### config.mk
export PLATFORM = sky130hd
export DESIGN_NAME = serial_wiper_loader
export DESIGN_NICKNAME = d
export VERILOG_FILES = /design/src/rtl/wiper_pkg.sv /design/src/rtl/wl_sync.sv /design/src/rtl/wl_shift_capture.sv /design/src/rtl/wl_tap_decode.sv /design/src/rtl/serial_wiper_loader.sv
export SDC_FILE = /design/constraint.sdc
export NUM_CORES = 1
export LEC_CHECK = 0
export BUFFER_PORTS_ARGS = -buffer_cell sky130_fd_sc_hd__buf_2
export CORE_AREA = 4 4 102 104
export CTS_BUF_LIST = sky130_fd_sc_hd__clkbuf_8 sky130_fd_sc_hd__clkbuf_16
export CTS_CLUSTER_SIZE = 8
export DETAILED_ROUTE_END_ITERATION = 10
export DIE_AREA = 0 0 106 108
export PLACE_DENSITY_LB_ADDON = 0.15
export SLEW_MARGIN = 40
export SYNTH_ARGS = -nofsm -noshare
export SYNTH_HDL_FRONTEND = slang
export SYNTH_HIERARCHICAL = 1
export SYNTH_SLANG_ARGS = --single-unit
### constraint.sdc
create_clock -name clk -period 2.5 [get_ports clk]
set_input_delay 0.5 -clock clk [delete_from_list [all_inputs] [get_ports clk]]
set_output_delay 0.5 -clock clk [all_outputs]
set_load 0.02 [all_outputs]
### src/rtl/wiper_pkg.sv
package wiper_pkg;

   // Default code width of the wiper register
   localparam int unsigned DEF_CODE_W = 8;

   // Decoder implementation variants
   typedef enum logic {
      DEC_COMPARE = 1'b0,  // one equality comparator per tap
      DEC_SHIFT   = 1'b1   // single barrel shift of a one
   } dec_style_e;

endpackage

### src/rtl/wl_sync.sv
module wl_sync #(
   parameter int unsigned WIDTH   = 3,
   parameter int unsigned STAGES  = 2,
   parameter logic [WIDTH-1:0] RST_VAL = '0
) (
   input  logic             clk,
   input  logic             rst,
   input  logic [WIDTH-1:0] d,
   output logic [WIDTH-1:0] q
);

   logic [WIDTH-1:0] chain [STAGES];

   generate
      if (STAGES < 2) begin : g_bad_stages
         $error("wl_sync: STAGES must be at least 2");
      end
      if (WIDTH < 1) begin : g_bad_width
         $error("wl_sync: WIDTH must be at least 1");
      end

      for (genvar g = 0; g < int'(STAGES); g++) begin : g_stage
         if (g == 0) begin : g_first
            always_ff @(posedge clk) begin
               if (rst) chain[0] <= RST_VAL;
               else     chain[0] <= d;
            end
         end else begin : g_next
            always_ff @(posedge clk) begin
               if (rst) chain[g] <= RST_VAL;
               else     chain[g] <= chain[g-1];
            end
         end
      end
   endgenerate

   assign q = chain[STAGES-1];

endmodule

### src/rtl/wl_shift_capture.sv
module wl_shift_capture #(
   parameter int unsigned CODE_W = wiper_pkg::DEF_CODE_W
) (
   input  logic              clk,
   input  logic              rst,
   input  logic              sclk_s,
   input  logic              sdat_s,
   input  logic              sel_s,
   output logic [CODE_W-1:0] shift_q,
   output logic              commit
);

   logic sclk_d;
   logic sel_d;
   logic sclk_rise;
   logic sel_fall;

   generate
      if (CODE_W < 2) begin : g_bad_width
         $error("wl_shift_capture: CODE_W must be at least 2");
      end
   endgenerate

   // Delayed copies for edge detection in the system domain
   always_ff @(posedge clk) begin
      if (rst) begin
         sclk_d <= 1'b0;
         sel_d  <= 1'b0;
      end else begin
         sclk_d <= sclk_s;
         sel_d  <= sel_s;
      end
   end

   assign sclk_rise = sclk_s & ~sclk_d;
   assign sel_fall  = sel_d & ~sel_s;

   // Shift in MSB first; older bits fall off the top on overflow
   always_ff @(posedge clk) begin
      if (rst) begin
         shift_q <= '0;
      end else if (sclk_rise && sel_s) begin
         shift_q <= {shift_q[CODE_W-2:0], sdat_s};
      end
   end

   assign commit = sel_fall;

endmodule

### src/rtl/wl_tap_decode.sv
module wl_tap_decode #(
   parameter int unsigned CODE_W = wiper_pkg::DEF_CODE_W,
   parameter wiper_pkg::dec_style_e DEC_STYLE = wiper_pkg::DEC_COMPARE
) (
   input  logic [CODE_W-1:0]       code,
   output logic [(1<<CODE_W)-1:0]  tap_sel,
   output logic                    zero_tap
);

   localparam int unsigned TAPS = 1 << CODE_W;

   generate
      if (CODE_W > 12) begin : g_too_wide
         $error("wl_tap_decode: CODE_W too large for a one-hot decode");
      end

      if (DEC_STYLE == wiper_pkg::DEC_COMPARE) begin : g_cmp
         for (genvar t = 0; t < int'(TAPS); t++) begin : g_tap
            assign tap_sel[t] = (code == CODE_W'(t));
         end
      end else begin : g_shf
         assign tap_sel = {{(TAPS-1){1'b0}}, 1'b1} << code;
      end
   endgenerate

   // Zero-scale flag from the code itself, not from the decoded bus
   assign zero_tap = ~|code;

endmodule

### src/rtl/serial_wiper_loader.sv
module serial_wiper_loader #(
   parameter int unsigned CODE_W      = wiper_pkg::DEF_CODE_W,
   parameter int unsigned SYNC_STAGES = 2,
   parameter int unsigned RESET_CODE  = 2 ** (CODE_W - 1),
   parameter wiper_pkg::dec_style_e DEC_STYLE = wiper_pkg::DEC_COMPARE
) (
   input  logic                    clk,
   input  logic                    rst,
   input  logic                    sclk,
   input  logic                    sdata,
   input  logic                    sel,
   output logic [CODE_W-1:0]       wiper_code,
   output logic [(1<<CODE_W)-1:0]  tap_sel,
   output logic                    zero_tap,
   output logic                    load_pulse
);

   localparam int unsigned TAPS = 1 << CODE_W;
   localparam logic [CODE_W-1:0] RST_WIPER = CODE_W'(RESET_CODE);

   generate
      if (RESET_CODE >= TAPS) begin : g_bad_reset
         $error("serial_wiper_loader: RESET_CODE exceeds code range");
      end
   endgenerate

   logic [2:0]        raw_in;
   logic [2:0]        sync_out;
   logic [CODE_W-1:0] shift_q;
   logic              commit;

   assign raw_in = {sel, sclk, sdata};

   wl_sync #(
      .WIDTH   (3),
      .STAGES  (SYNC_STAGES),
      .RST_VAL (3'b000)
   ) u_sync (
      .clk (clk),
      .rst (rst),
      .d   (raw_in),
      .q   (sync_out)
   );

   wl_shift_capture #(
      .CODE_W (CODE_W)
   ) u_cap (
      .clk     (clk),
      .rst     (rst),
      .sclk_s  (sync_out[1]),
      .sdat_s  (sync_out[0]),
      .sel_s   (sync_out[2]),
      .shift_q (shift_q),
      .commit  (commit)
   );

   // Wiper register and update strobe
   always_ff @(posedge clk) begin
      if (rst) begin
         wiper_code <= RST_WIPER;
         load_pulse <= 1'b0;
      end else begin
         load_pulse <= commit;
         if (commit) wiper_code <= shift_q;
      end
   end

   wl_tap_decode #(
      .CODE_W    (CODE_W),
      .DEC_STYLE (DEC_STYLE)
   ) u_dec (
      .code     (wiper_code),
      .tap_sel  (tap_sel),
      .zero_tap (zero_tap)
   );

endmodule

# [Word level (Yosys, flattened, before mapping)]
# Memory sizes are Yosys's and may differ from the RTL's.
# Index checks and enable logic that the tools add are counted.
# W data, S select, Z words.
[totals] in_bits=5 out_inout_bits=266 register_bits=19 n_memories=1 ram_bits=6 word_cells=276
[mem_list] memory="u_sync.chain" depth=2 word_bits=3 read_ports=2 rd_ports_with_merged_regs=0 wr=2 line="wl_sync.sv:12" text="logic [WIDTH-1:0] chain [STAGES];"
[classes] reduce_logical=4 eq_ne=255 n_bitwise=6 mux=5
[ops] operator="$eq A8 B8 Y1 const B" count=128
[ops] operator="$eq A8 B7 Y1 const B" count=64
[ops] operator="$eq A8 B6 Y1 const B" count=32
[ops] operator="$eq A8 B5 Y1 const B" count=16
[ops] operator="$eq A8 B4 Y1 const B" count=8
[ops] operator="$eq A8 B3 Y1 const B" count=4
[ops] operator="$eq A8 B2 Y1 const B" count=2
[ops] operator="$eq A8 B1 Y1 const B" count=1
[ops] operator="$logic_not A8 Y1" count=1
[ops] operator="$reduce_or A8 Y1" count=1
[ops] operator="$mux W3" count=2
[ops] operator="$mux W1" count=3
[ops] operator="$and A1 B1 Y1" count=2
[ops] operator="$not A1 Y1" count=2
[ops] operator="$or A1 B1 Y1" count=2
[ops] operator="$logic_and A1 B1 Y1" count=1
[ops] operator="$logic_not A1 Y1" count=1

# [Longest topological paths before layout]
[logic_depth] ltp_word=3 ltp_mapped=6 ltp_nobuf=3

# [By module]
# Netlist, hierarchy kept.
[by_module_without_submodules] mod="wl_tap_decode" instances=1 area_per_inst_um2=1761.7 seq_area_each_um2=0.0 cells_per_inst=351
[by_module_without_submodules] mod="wl_shift_capture" instances=1 area_per_inst_um2=392.9 seq_area_each_um2=200.2 cells_per_inst=34
[by_module_without_submodules] mod="serial_wiper_loader" instances=1 area_per_inst_um2=316.6 seq_area_each_um2=180.2 cells_per_inst=28
[by_module_without_submodules] mod="wl_sync" instances=1 area_per_inst_um2=157.7 seq_area_each_um2=120.1 cells_per_inst=12

# [Least setup slack after synthesis]
# OpenSTA, ideal clock, no wires.
[synth_path] path_type="reg-to-output" startpoint="register wiper_code[2]" endpoint="output port tap_sel[0]" path_slack_ps=132 stages_incl_launch_ff=7 required_time_ps=2000 n_path_buf=4 arrival_time_ps=1868 cell_sequence="dfxtp_1 buf_6 or4_4 buf_6 buf_6 nor2_1 buf_4"
[synth_between] elab_chain_len=1
[synth_rtl] element="start: declaration" line="serial_wiper_loader.sv:12" text="output logic [CODE_W-1:0] wiper_code,"
[synth_rtl] element="start signal: assignment" line="serial_wiper_loader.sv:64" text="if (commit) wiper_code <= shift_q;"
[synth_rtl] element="$logic_not A8 Y1" line="wl_tap_decode.sv:19" text="assign tap_sel[t] = (code == CODE_W'(t));"
[synth_rtl] element="end: declaration" line="serial_wiper_loader.sv:13" text="output logic [(1<<CODE_W)-1:0] tap_sel,"
# No other way between the ends.

# [Worst setup path after layout]
[layout_path] startpoint="register wiper_code[1]" endpoint="output port tap_sel[17]"
[layout_between] elab_chain_len=1
[layout_rtl] element="$eq A8 B5 Y1" line="wl_tap_decode.sv:19"
# No other way between the ends.

==> summary by stage <==
Timing
The achievable clock frequency is approximately 0.42 GHz. The final setup skew is slightly above 0.009 ns. The worst hold slack is ~0.44 ns. The number of endpoints with negative hold slack in the final report is 0. The sum of negative setup slack is 0 ns. The worst path meets setup with 0.100 ns of slack. The worst-case headroom to the max-slew limit is 71.6%. The routed design could run at a clock period as short as around 2.4 ns. After layout, the worst path uses 96.0% of the clock period. Setup violations remaining at the end of the flow were counted as 0.

The max-slew violation count is 0. At the pin with the least slew margin, the transition time is 0.425 ns. Setup repair after global routing left no endpoint under its margin.

Clock network
After clock tree synthesis, the flow added hold-fix buffers numbering 0. In this run the number of H-tree levels came out at 1. The number of clock sinks is 25.

The cell sitting at the root of the clock tree is a sky130_fd_sc_hd__clkbuf_8. The CTS tree is built. The TritonCTS buffer count is 3.

The clock-pin slew reported for the worst setup and hold paths after clock tree synthesis is 0.09 ns. The clock tree buffer depth is 2. The insertion delay of the later-clocked pin in the worst-skew pair is approximately 0.27 ns.

Die
The die boundary height is 108 µm. The die covers 11400 µm². The initialized floorplan defines 36 standard-cell rows. The die outline width is 106 µm. The area inside the core boundary is roughly 9500 µm². 271 I/O pins were placed. The initial core utilization is roughly 28%.

Logic synthesis
Summing the areas of all compound-gate instances in the mapped netlist gives 0.333% of the synthesized area. Dividing the synthesized area by the synthesized cell count gives slightly above 6 µm². Measured against the total synthesized area, the mux share comes to roughly 5.7%.

The synthesized netlist occupies a cell area of around 2600 µm². The top cell type by area accounts for between 30% and 40% of the synthesized area. The post-synthesis register bit count is 25. The gate count of the mapped netlist is roughly 430. By area, the combinational part of the netlist is dominated by simple AND/OR/NAND/NOR gates. Ranked by total cell area, the synthesized netlist is headed by sky130_fd_sc_hd__nor2_1 34%, sky130_fd_sc_hd__dfxtp_1 19%, sky130_fd_sc_hd__mux2i_1 5.7%, sky130_fd_sc_hd__buf_6 5.1%, sky130_fd_sc_hd__nand4bb_1 5.1%.

The synthesized netlist net count is 430. The Yosys step of the flow raised 6 warnings. Summing the areas of all and, or, nand and nor instances in the mapped netlist gives between 50% and 60% of the synthesized area. The synthesized netlist devotes 0% of its cell area to adder and majority cells. The portion of the post-synthesis area used by sequential elements is approximately a fifth.

The number of distinct library cells after synthesis is 25. sky130_fd_sc_hd__nor2_1 takes more of the synthesized area than any other cell. Summing the areas of all xor and xnor instances in the mapped netlist gives 0% of the synthesized area.

Job
Max-cap violations in this run came to 0.

Setup path
The kind of start point of the critical path is a flip-flop. Across all register-to-register paths, the minimum setup slack is around 1.4 ns. The maximum fanout encountered on the critical timing path is 11.

STA classifies the critical path endpoint as a primary output. The startpoint identified for the worst register-to-register timing path is u_sync/chain[1][2]. Data on the critical path arrives at its endpoint at roughly 1.9 ns. The cell with the largest stage delay on the worst path is sky130_fd_sc_hd__or4b_1. The number of cells on the worst reg-to-reg path is 3. For this run, the slowest stage of the critical path takes between 0.5 and 0.6 ns. The data required time of the critical path is roughly 2.0 ns. In this run the critical register-to-register path is captured at wiper_code[7]. The critical path is of the reg -> out type. The signal on the critical path passes through buf_4, or4b_1, buf_4, nor2_2, buf_2. The most prevalent standard cell on the critical path is sky130_fd_sc_hd__buf_4.

Global route
The aggregate global-route resource usage is a little over a fifth. The wire length of the first global-routing pass is 19.5 mm. The initial antenna violation count came to 0. Entering global routing, the biggest net connects 27 pins. The global-route congestion overflow total is 0. The number of global-route vias before repair is around 3300.

Cells and area
In the layout the commonest cells are 270 x sky130_fd_sc_hd__buf_2, 241 x sky130_fd_sc_hd__nor2_1, 36 x sky130_fd_sc_hd__buf_4. The number of antenna diodes in the final layout is 0. The fraction of final layout cells sized beyond drive strength 1 is 52.1%. The commonest non-fill, non-tap cell in the layout is sky130_fd_sc_hd__buf_2.

The net count of the finished layout is between 600 and 700. The count of cells in the finished layout, fillers not included, comes to 801. The area growth from synthesis to final layout is 55.3%. The total of fill cells in the finished design is around 1000.

Placed design
The last weighted congestion value of the routability-driven placer is around 0.76. The placed wire-length estimate after detailed placement is a little over 10 mm. Once placement completed, the tool counted placed cells totaling approximately 800. The quantity of I/O buffers inserted on ports is 270.

The pre-CTS setup slack is between 0.15 and 0.2 ns.

Drt
The number of iterations in the first detailed-routing pass is 4. After detailed routing, the average wire length per cell comes to between 15 and 20 µm. The detailed router finished its first iteration with roughly 370 violations.

The via-per-instance ratio is 4.52. Detailed routing inserted a total of 3620 vias. Summed over all layers, the routed wires come to between 10 and 15 mm.

In the routed design, unresolved DRC markers number 0. The final antenna-violating net count is 0.

Min path
The class of the tightest hold or removal check is in -> reg. The worst hold path passes through 2 cells. The beginning of the worst hold path is sclk.

The worst hold path terminates at u_sync/chain[0][1].

Outcome
The run finished with clean final reports.

Power
Summed over all cells, the static leakage comes to about 2.2 nW. The maximum vdd ir drop is between 0.0003 and 0.0004 V. Power spread over the standard cell area amounts to 166 nW/µm².
-- report_power, final --
part	internal, mW	total, mW	leakage, nW	switching (mW)
Sequential	0.404	0.408	0.206	0.00406
Combinational	0.0153	0.0360	1.98	0.0207
Clock	0.110	0.232	0.0269	0.122
Total	0.529	0.676	2.21	0.147
-- Yosys cell counts (all sizes together) --
master   count
nor2b       10
clkbuf      29
nand3b       1
nand4        2
nor2       263
nand4b       8
or4b         8
and3b        1
buf         38
nand4bb     12
dfxtp       25
nand2b       9
a211o        1
or4          2
and2b        1
mux2i       15
-- cells by family after synthesis --
family | Yosys count
compound gates | 1
buf+inv | 67
flops | 25
mux | 15
simple gates | 317
-- through the flow --
step,total power [mW],cell area (µm²),util (%)
after floorplan,0.445,2630,-
after global placement,0.451,4010,42.0
after detailed placement,0.452,4010,42.0
after CTS,0.683,4070,42.6
after global routing,0.702,4080,42.7
final,0.676,4080,42.7
-- state kept, by name (all words and copies together), names as in the netlist --
| register | count |
|---|---|
| u_sync/chain | 6 |
| u_cap/shift_q | 8 |
| load_pulse | 1 |
| u_cap/sel_d | 1 |
| wiper_code | 8 |
| u_cap/sclk_d | 1 |
-- critical path, delay by kind of cell, from the launching register on --
kind,cells,cell delay [ns]
DFF,1,0.38
buffers and inverters,3,0.58
and+or+nand+nor,2,0.67
-- routing by layer --
metal  global-route usage [%]  vias to the layer above  routed length [µm]
met5                        0                        -                   0
li1                         -                     1786                   -
met1                     27.2                     1652                5410
met2                     36.7                      172                6380
met4                     3.70                        0                 108
met3                     5.43                       10                1190
-- timing repair --
action	CTS	global route
resized for setup	3	7
buffers inserted	1	0
endpoints found under the setup margin	55	86
pin swaps	1	1
-- how the worst max path moves through the flow --
stage	end	depth (start not counted)	startpoint	slack, ns
finish	tap_sel[17]	5	wiper_code[1]	0.10
global route	tap_sel[64]	4	wiper_code[0]	0.02
global placement	tap_sel[120]	3	wiper_code[4]	0.26
detailed placement	tap_sel[120]	3	wiper_code[4]	0.19
CTS	tap_sel[17]	3	wiper_code[4]	0.02
floorplan	tap_sel[0]	6	wiper_code[2]	0.13
-- layout make-up --
class	count	area [µm²]	area share, %
multi-input cells	333	1740	42.6
flip-flops and latches	25	509	12.5
repair buffers	306	1620	39.7
well taps	133	166	4.08
clock buffers	3	41.3	1.01
clock inverters	1	3.75	0.0920
Power figures use the tool's default switching activity.
